===== config.mk =====
export PLATFORM = sky130hd
export DESIGN_NAME = serial_rate_gen
export DESIGN_NICKNAME = d
export VERILOG_FILES = /design/src/rtl/srg_pkg.sv /design/src/rtl/rate_prescaler.sv /design/src/rtl/rate_reload_counter.sv /design/src/rtl/rate_bit_counter.sv /design/src/rtl/serial_rate_gen.sv
export SDC_FILE = /design/constraint.sdc
export NUM_CORES = 1
export LEC_CHECK = 0
export ABC_AREA = 1
export BUFFER_PORTS_ARGS = -buffer_cell sky130_fd_sc_hd__buf_2
export CORE_MARGIN = 2
export CORE_UTILIZATION = 51
export DETAILED_ROUTE_END_ITERATION = 10
export PLACE_DENSITY = 0.87
export SLEW_MARGIN = 20
export SYNTH_ARGS = -nofsm -noshare
export SYNTH_HDL_FRONTEND = slang
export SYNTH_HIERARCHICAL = 1
export SYNTH_SLANG_ARGS = --single-unit

===== constraint.sdc =====
create_clock -name clk -period 2.3 [get_ports clk]
set_input_delay 0 -clock clk [delete_from_list [all_inputs] [get_ports clk]]
set_output_delay 0 -clock clk [all_outputs]
set_load 0.01 [all_outputs]

===== src/rtl/srg_pkg.sv =====
package srg_pkg;

  localparam int RATE_W = 8;
  localparam int CSEL_W = 2;
  localparam int SEL_N  = 2 ** CSEL_W;
  // prescaler includes the fixed divide-by-two: up to 2*4^(SEL_N-1)
  localparam int PRE_W  = 2 * (SEL_N - 1) + 1;
  localparam int BIT_W  = 9;

  typedef enum logic [1:0] {
    MODE_ASYNC = 2'b00,
    MODE_SYNC  = 2'b01,
    MODE_SCARD = 2'b10,
    MODE_RSVD  = 2'b11
  } serial_mode_e;

  // number of basic strobes in one bit time, minus one
  function automatic logic [BIT_W-1:0] bit_last(input logic [1:0] md,
                                                 input logic [1:0] sc);
    logic [BIT_W-1:0] r;
    case (md)
      MODE_SYNC:  r = BIT_W'(1);
      MODE_SCARD: begin
        case (sc)
          2'b00:   r = BIT_W'(31);
          2'b01:   r = BIT_W'(63);
          2'b10:   r = BIT_W'(371);
          default: r = BIT_W'(255);
        endcase
      end
      default:    r = BIT_W'(15);
    endcase
    return r;
  endfunction

endpackage


===== src/rtl/rate_prescaler.sv =====
module rate_prescaler
  import srg_pkg::*;
(
  input  logic              clk,
  input  logic              rst,
  input  logic              run,
  input  logic [CSEL_W-1:0] clk_sel,
  output logic              pre_hit
);

  logic [PRE_W-1:0] term_tbl [SEL_N];
  logic [PRE_W-1:0] cnt;

  for (genvar g = 0; g < SEL_N; g++) begin : g_term
    assign term_tbl[g] = PRE_W'((2 ** (2 * g + 1)) - 1);
  end

  assign pre_hit = run && (cnt == term_tbl[clk_sel]);

  always_ff @(posedge clk) begin
    if (rst || !run) begin
      cnt <= '0;
    end else if (pre_hit) begin
      cnt <= '0;
    end else begin
      cnt <= cnt + 1'b1;
    end
  end

endmodule


===== src/rtl/rate_reload_counter.sv =====
module rate_reload_counter
  import srg_pkg::*;
(
  input  logic              clk,
  input  logic              rst,
  input  logic              run,
  input  logic              pre_hit,
  input  logic [RATE_W-1:0] reload,
  output logic              base_hit
);

  logic [RATE_W-1:0] cnt;

  assign base_hit = pre_hit && (cnt == reload);

  always_ff @(posedge clk) begin
    if (rst || !run) begin
      cnt <= '0;
    end else if (base_hit) begin
      cnt <= '0;
    end else if (pre_hit) begin
      cnt <= cnt + 1'b1;
    end
  end

endmodule


===== src/rtl/rate_bit_counter.sv =====
module rate_bit_counter
  import srg_pkg::*;
(
  input  logic       clk,
  input  logic       rst,
  input  logic       run,
  input  logic       base_hit,
  input  logic [1:0] mode,
  input  logic [1:0] sc_sel,
  output logic       bit_hit
);

  logic [BIT_W-1:0] cnt;
  logic [BIT_W-1:0] last;

  assign last    = bit_last(mode, sc_sel);
  assign bit_hit = base_hit && (cnt == last);

  always_ff @(posedge clk) begin
    if (rst || !run) begin
      cnt <= '0;
    end else if (bit_hit) begin
      cnt <= '0;
    end else if (base_hit) begin
      cnt <= cnt + 1'b1;
    end
  end

endmodule


===== src/rtl/serial_rate_gen.sv =====
module serial_rate_gen
  import srg_pkg::*;
(
  input  logic              clk,
  input  logic              rst,
  input  logic              wr_en,
  input  logic [RATE_W-1:0] wr_data,
  output logic [RATE_W-1:0] rate_q,
  input  logic [CSEL_W-1:0] clk_sel,
  input  logic [1:0]        mode,
  input  logic [1:0]        sc_sel,
  input  logic              run,
  output logic              base_tick,
  output logic              bit_tick,
  output logic              sclk_out
);

  logic pre_hit;
  logic base_hit;
  logic bit_hit;
  logic is_sync;

  assign is_sync = (mode == MODE_SYNC);

  // reload value: loaded only while stopped
  always_ff @(posedge clk) begin
    if (rst) begin
      rate_q <= '1;
    end else if (wr_en && !run) begin
      rate_q <= wr_data;
    end
  end

  rate_prescaler u_pre (
    .clk     (clk),
    .rst     (rst),
    .run     (run),
    .clk_sel (clk_sel),
    .pre_hit (pre_hit)
  );

  rate_reload_counter u_reload (
    .clk      (clk),
    .rst      (rst),
    .run      (run),
    .pre_hit  (pre_hit),
    .reload   (rate_q),
    .base_hit (base_hit)
  );

  rate_bit_counter u_bit (
    .clk      (clk),
    .rst      (rst),
    .run      (run),
    .base_hit (base_hit),
    .mode     (mode),
    .sc_sel   (sc_sel),
    .bit_hit  (bit_hit)
  );

  always_ff @(posedge clk) begin
    if (rst || !run) begin
      base_tick <= 1'b0;
      bit_tick  <= 1'b0;
      sclk_out  <= 1'b0;
    end else begin
      base_tick <= base_hit;
      bit_tick  <= bit_hit;
      if (!is_sync) begin
        sclk_out <= 1'b0;
      end else if (base_hit) begin
        sclk_out <= ~sclk_out;
      end
    end
  end

endmodule


==> impl_metrics.py, run 1 <==
metrics = {
    "global_route": {
        "grt_pass1_vias": 1729,
        "grt_max_degree": 11,
        "antenna_found_initial": 0,
        "overflow": 0,
        "gr-usage-all-layers_pct": 22.92,
        "grt_pass1_wl_um": 7438,
    },
    "pwr": {
        "p_total_mw": 1.220,
        "ir_worst_vdd_mv": 0.3815,
        "power_density_nw_per_um2": 491.1,
        "p_leak_nw": 1.139,
    },
    "layout": {
        "diodes": 0,
        "nFillCells": 314,
        "syn_to_final_growth_pct": 24.12,
        "fin_nets": 374,
        "postLayoutCoreUtil_pct": 66.87,
        "drive_gt1_share_pct": 24.79,
        "fin_cells": 399,
    },
    "worst_setup_path": {
        "worstPathRequired_ns": 2.49,
        "cp_max_fo": 5,
        "path_buf_inv": 4,
        "slowest_delay_ns": 0.38,
        "worst_setup_path_start_kind": "register",
        "path_cells": "inv_2, nand2_2, nand2_1, nor2_1, nand2_2, nor2_4, inv_2, a21oi_2, nand2_1, nor2_2, nand3_2, inv_2, nand2_2, inv_2, nand3_2, nor2_2, nand2_1, nor2_2, nand2_2, nand2_4, nor2_1",
        "path_class": "register to register",
        "crit_family": "simple AND/OR/NAND/NOR gates",
        "critPathCaptureType": "register",
        "slowest_stage": "dfxtp_4",
        "cp.arrival_ns": 2.37,
    },
    "timing": {
        "rsz0062_at_grt": "yes",
        "finalHoldViolations": 0,
        "tns_ns": 0,
        "max_freq_ghz": 0.4579,
        "clock_skew_ns": 0.005585,
        "worst_slack_ns": 0.1161,
        "min_period_over_period_pct": 94.95,
        "relSlewSlack_pct": 73.64,
        "setup_viol": 0,
        "worst_pin_slew_ns": 0.3939,
        "timing.final.crit_period_ns": 2.184,
        "slew_viol_final": 0,
    },
    "outcome": {
        "status": "finished, final reports clean",
    },
    "floorplan": {
        "ios": 29,
        "rows": 22,
        "coreArea_um2": 3716,
        "die_width_um": 66.65,
        "die_area_um2": 4442,
        "initial_core_util_pct": 53.87,
        "die_h_um": 66.65,
    },
    "yosys": {
        "synth.most_common_cell": "nand2_1",
        "synth_flop_cell": "dfxtp_1",
        "yosysTopAreaCellShare_pct": 35.00,
        "yosysUniqueCellTypes": 23,
        "netlist_top_cells_count": "83 x nand2_1, 48 x inv_1, 42 x nor2_1",
        "syn_area_um2": 2002,
        "mappedNetlistNets": 324,
        "yosys_warnings": 6,
        "synth_edf_count": 0,
        "synthTopCellsByArea": "dfxtp_1 35%, nand2_1 16%, inv_1 9.0%",
        "ys_ff_latch": 35,
        "synthArstFlopShare_pct": 0,
        "synthCells": 300,
        "syn_area_per_cell_um2": 6.673,
        "ys_seq_area_share_pct": 35.00,
        "synth_top_area_cell": "dfxtp_1",
    },
    "clock_tree": {
        "cts_buffer_depth": 2,
        "cts.sinks": 35,
        "clkTransAtPathRegs_ns": 0.07,
        "numCtsBuffers": 5,
        "worstSkewPairLatency_ns": 0.30,
        "cts_tree": "yes",
        "clockRootBuffer": "clkbuf_8",
        "cts_htree_levels": 2,
    },
    "route": {
        "first_pass_iters": 4,
        "vias": 2001,
        "drtIter0Drc": 116,
        "route.detailed.drc": 0,
        "vias_per_cell": 5.015,
        "wl_per_cell_um": 12.22,
        "routed_wl_um": 4877,
        "ant_nets": 0,
    },
    "placed_design": {
        "globalplace.congestion": 0.8591,
        "dp_hpwl_um": 3142,
        "portBuffers": 28,
        "dp_cells": 378,
        "pre_cts_ws_ns": 0.06918,
    },
    "job": {
        "drv_cap": 0,
    },
    "min_path": {
        "hp-class": "primary input to register",
    },
}
[tightest hold or removal path, cell delays in order]
cell	delay, ns
buf_2	0.13
inv_1	0.05
nor2_1	0.04
nand2_2	0.06
nor2_2	0.03
[final timing paths]
kind / from / end / slack [ns] / cells past startpoint
worst max-delay path: u_pre/cnt[1]$_SDFF_PP0_ / u_bit/cnt[7]$_SDFFE_PP0P_ / 0.12 / 21
worst min-delay path: mode[0] / sclk_out$_SDFFE_PP0P_ / 0.05 / 5
worst max register to register: u_pre/cnt[1]$_SDFF_PP0_ / u_bit/cnt[7]$_SDFFE_PP0P_ / 0.12 / 21
worst min register to register: u_pre/cnt[0]$_SDFF_PP0_ / u_pre/cnt[0]$_SDFF_PP0_ / 0.48 / 1
[report_power, final]
group,switching [mW],total (mW),leakage [nW],internal [mW]
logic,0.0894,0.152,0.810,0.0621
registers,0.0118,0.628,0.286,0.616
clock network,0.228,0.441,0.0422,0.212
[routing by layer]
| layer | GRT usage [%] | routed length [um] | vias up |
|---|---|---|---|
| met5 | 0 | 0 | - |
| met4 | 11.73 | 140 | 0 |
| met3 | 7.432 | 240 | 14 |
| met2 | 39.00 | 2488 | 49 |
| met1 | 25.36 | 2008 | 923 |
| li1 | - | - | 1015 |
[kinds of logic after synthesis]
logic type	share of synthesized area, %
flip-flops	35.00
AO/OA/AOI/OAI	4.062
adder cells (fa/ha/maj)	3.750
XOR/XNOR	8.313
buffers and inverters	10.06
AND/OR/NAND/NOR	38.81
[final cells by class]
class,instances,area (um^2),share of cell area [%]
sequential,35,708.2,28.50
multi-input combinational,215,1170,47.08
inverter,50,190.2,7.654
tap,48,60.06,2.417
clock buffer,7,76.32,3.072
timing repair buffer,43,275.3,11.08
clock inverter,1,5.005,0.2014
[sequential cells by signal, summed over array words and instances, names as in the netlist]
signal        flops
sclk_out          1
u_bit/cnt         9
u_pre/cnt         7
bit_tick          1
base_tick         1
u_reload/cnt      8
rate_q            8
[repair_timing]
| item | CTS | global route |
|---|---|---|
| gates resized for setup | 0 | 29 |
| setup buffers | 0 | 3 |
| endpoints found under the hold margin | 9 | 0 |
| setup endpoints to repair | 0 | 10 |
| hold buffers | 9 | 0 |
[layout by cell type, fill, tap and decap left out, types with 2 or more instances in the layout]
master and n:
nand2_1 79, inv_1 42, nor2_1 34, dfxtp_1 31
nand3_1 28, buf_2 28, xor2_1 16, nor2_2 14
dlygate4sd3_1 9, inv_2 7, nand2_2 7, o21ai_0 7
buf_4 6, ha_1 6, clkbuf_8 5, nand2_4 4
nor2_4 4, xnor2_1 3, nand3_2 3, dfxtp_2 3
clkbuf_1 2, a21oi_1 2, nand4_1 2
[per-stage QoR]
step,area (um^2),hold slack (ns)
floorplan,2004,0.1412
global placement,2216,0.2455
detailed placement,2216,0.2465
CTS,2387,0.03504
global route,2485,0.05032
finish,2485,0.04664
Power figures use the tool's default switching activity.
==> run 2, diff against run 1 <==
--- a/config.mk
+++ b/config.mk
@@ -7,8 +7,10 @@
 export LEC_CHECK = 0
 export ABC_AREA = 1
 export BUFFER_PORTS_ARGS = -buffer_cell sky130_fd_sc_hd__buf_2
+export CELL_PAD_IN_SITES_DETAIL_PLACEMENT = 0
+export CELL_PAD_IN_SITES_GLOBAL_PLACEMENT = 1
 export CORE_MARGIN = 2
-export CORE_UTILIZATION = 51
+export CORE_UTILIZATION = 36
 export DETAILED_ROUTE_END_ITERATION = 10
 export PLACE_DENSITY = 0.87
 export SLEW_MARGIN = 20
==> impl_metrics.py, run 2 (synthesis gave the netlist of run 1 again) <==
metrics = {
    "outcome": {
        "status": "finished, final reports clean",
    },
    "global_route": {
        "antenna_found_initial": 0,
        "gr-usage-all-layers_pct": 15.21,
        "met3_usage_pct": 3.103,
        "use_met1_pct": 20.87,
        "overflow": 0,
        "grtUsageMet2_pct": 22.99,
        "grt_pass1_vias": 1753,
        "grt_pass1_wl_um": 7534,
        "grt_max_degree": 12,
        "busiest_layer": "met2",
    },
    "placed_design": {
        "portBuffers": 28,
        "dp_cells": 402,
        "globalplace.congestion": 0.7825,
        "dp_hpwl_um": 3235,
        "pre_cts_ws_ns": 0.03962,
    },
    "layout": {
        "fin_nets": 375,
        "fin_cells": 424,
        "syn_to_final_growth_pct": 25.88,
        "layout_commonest_cell": "nand2_1",
        "drive_gt1_share_pct": 23.30,
        "largestRegisters": "u_bit/cnt: 9 flops, rate_q: 8 flops, u_reload/cnt: 8 flops",
        "regMostFlops": "u_bit/cnt",
        "final_cell_mix": "80 x nand2_1, 44 x inv_1, 37 x nor2_1, 32 x dfxtp_1, 28 x buf_2",
        "largest_reg_flops": 9,
        "diodes": 0,
    },
    "floorplan": {
        "coreArea_um2": 5439,
        "die_h_um": 78.57,
        "ios": 29,
        "die_area_um2": 6173,
        "initial_core_util_pct": 36.81,
        "die_width_um": 78.57,
        "rows": 27,
    },
    "route": {
        "route.detailed.drc": 0,
        "routed_wl_um": 4401,
        "wl_per_cell_um": 10.38,
        "vias_per_cell": 4.422,
        "ant_nets": 0,
        "drtIter0Drc": 74,
        "vias": 1875,
        "first_pass_iters": 6,
    },
    "clock_tree": {
        "clockRootBuffer": "clkbuf_8",
        "cts_buffer_depth": 2,
        "cts_tree": "yes",
        "cts.sinks": 35,
        "cts_htree_levels": 2,
        "worstSkewPairLatency_ns": 0.28,
        "numCtsBuffers": 5,
        "clkTransAtPathRegs_ns": 0.07,
    },
    "timing": {
        "timing.final.crit_period_ns": 2.163,
        "slew_viol_final": 0,
        "worst_pin_slew_ns": 0.3566,
        "relSlewSlack_pct": 76.14,
        "hold_slack_ns": 0.05017,
        "max_freq_ghz": 0.4624,
        "setup_viol": 0,
        "min_period_over_period_pct": 94.03,
        "clock_skew_ns": 0.006315,
        "finalHoldViolations": 0,
        "worst_slack_ns": 0.1374,
    },
    "worst_setup_path": {
        "path_class": "register to register",
        "path_cells": "inv_2, nand2_1, nand2_1, nand3_2, nor2_2, inv_1, a21oi_1, nand2_1, nor2_2, nand3_2, inv_2, nand2_2, inv_2, nand3_2, nor2_2, nand2_1, nor2_2, nand2_2, nand2_4, nor2_1",
        "path_buf_inv": 4,
        "critPathCaptureType": "register",
        "worst_setup_path_start_kind": "register",
        "cp_max_fo": 5,
        "crit_family": "simple AND/OR/NAND/NOR gates",
        "cp.arrival_ns": 2.34,
        "slowest_delay_ns": 0.34,
        "worstPathRequired_ns": 2.48,
        "slowest_stage": "dfxtp_1",
    },
    "pwr": {
        "power_density_nw_per_um2": 503.0,
        "p_int_mw": 0.9510,
        "p_leak_nw": 1.150,
        "ir_worst_vdd_mv": 0.1889,
        "netSwitchingPower_mw": 0.3166,
        "p_clk_share_pct": 39.0,
        "power.share.sequential_pct": 49.6,
        "swShare_pct": 24.98,
        "p_total_mw": 1.268,
        "combPwrFrac_pct": 11.5,
    },
    "job": {
        "drv_cap": 0,
    },
    "min_path": {
        "hp-class": "primary input to register",
    },
}
run 2: final cells by class:
type | instances | area (um^2)
clock buffer | 7 | 96.34
clock inverter | 1 | 7.507
fill | 573 | 2919
inverter | 50 | 190.2
multi-input combinational | 215 | 1146
sequential | 35 | 706.9
tap | 72 | 90.09
timing repair buffer | 44 | 282.8
run 2: stage by stage:
step	setup TNS, ns	utilization (%)	cell area, um^2
CTS	0	44.86	2440
floorplan	0	-	2004
finish	0	46.33	2520
global route	-0.5683	46.33	2520
detailed placement	0	41.29	2246
global placement	0	41.29	2246
run 2: layer usage:
layer,vias up,share of wire (%)
met5,-,0
met4,0,1.7
met3,10,4.0
met2,35,45
met1,815,49
li1,1015,-
run 2: power by group through the flow:
stage,clock network [mW],logic (mW),registers (mW)
after global routing,0.533,0.165,0.630
after detailed placement,0,0.127,0.643
final,0.494,0.145,0.628
after global placement,0,0.127,0.643
after floorplan,0,0.0768,0.645
after CTS,0.509,0.139,0.629
run 2: path summary, 6_finish.rpt:
check,from,end,slack (ns),cells past startpoint
worst max register to register,u_pre/cnt[3]$_SDFF_PP0_,u_bit/cnt[5]$_SDFFE_PP0P_,0.14,20
worst max-delay path,u_pre/cnt[3]$_SDFF_PP0_,u_bit/cnt[5]$_SDFFE_PP0P_,0.14,20
worst min-delay path,mode[0],sclk_out$_SDFFE_PP0P_,0.05,5
worst min register to register,u_pre/cnt[0]$_SDFF_PP0_,u_pre/cnt[0]$_SDFF_PP0_,0.47,1
run 2: tightest hold or removal path, delay by kind of cell:
family	cells	cell delay (ns)
buf+inv	2	0.17
simple gates	3	0.13
run 2: what timing repair did:
action	CTS	global route
setup endpoints to repair	0	10
setup buffers	0	4
resized for setup	0	19
hold buffers	9	0
endpoints found under the hold margin	9	0
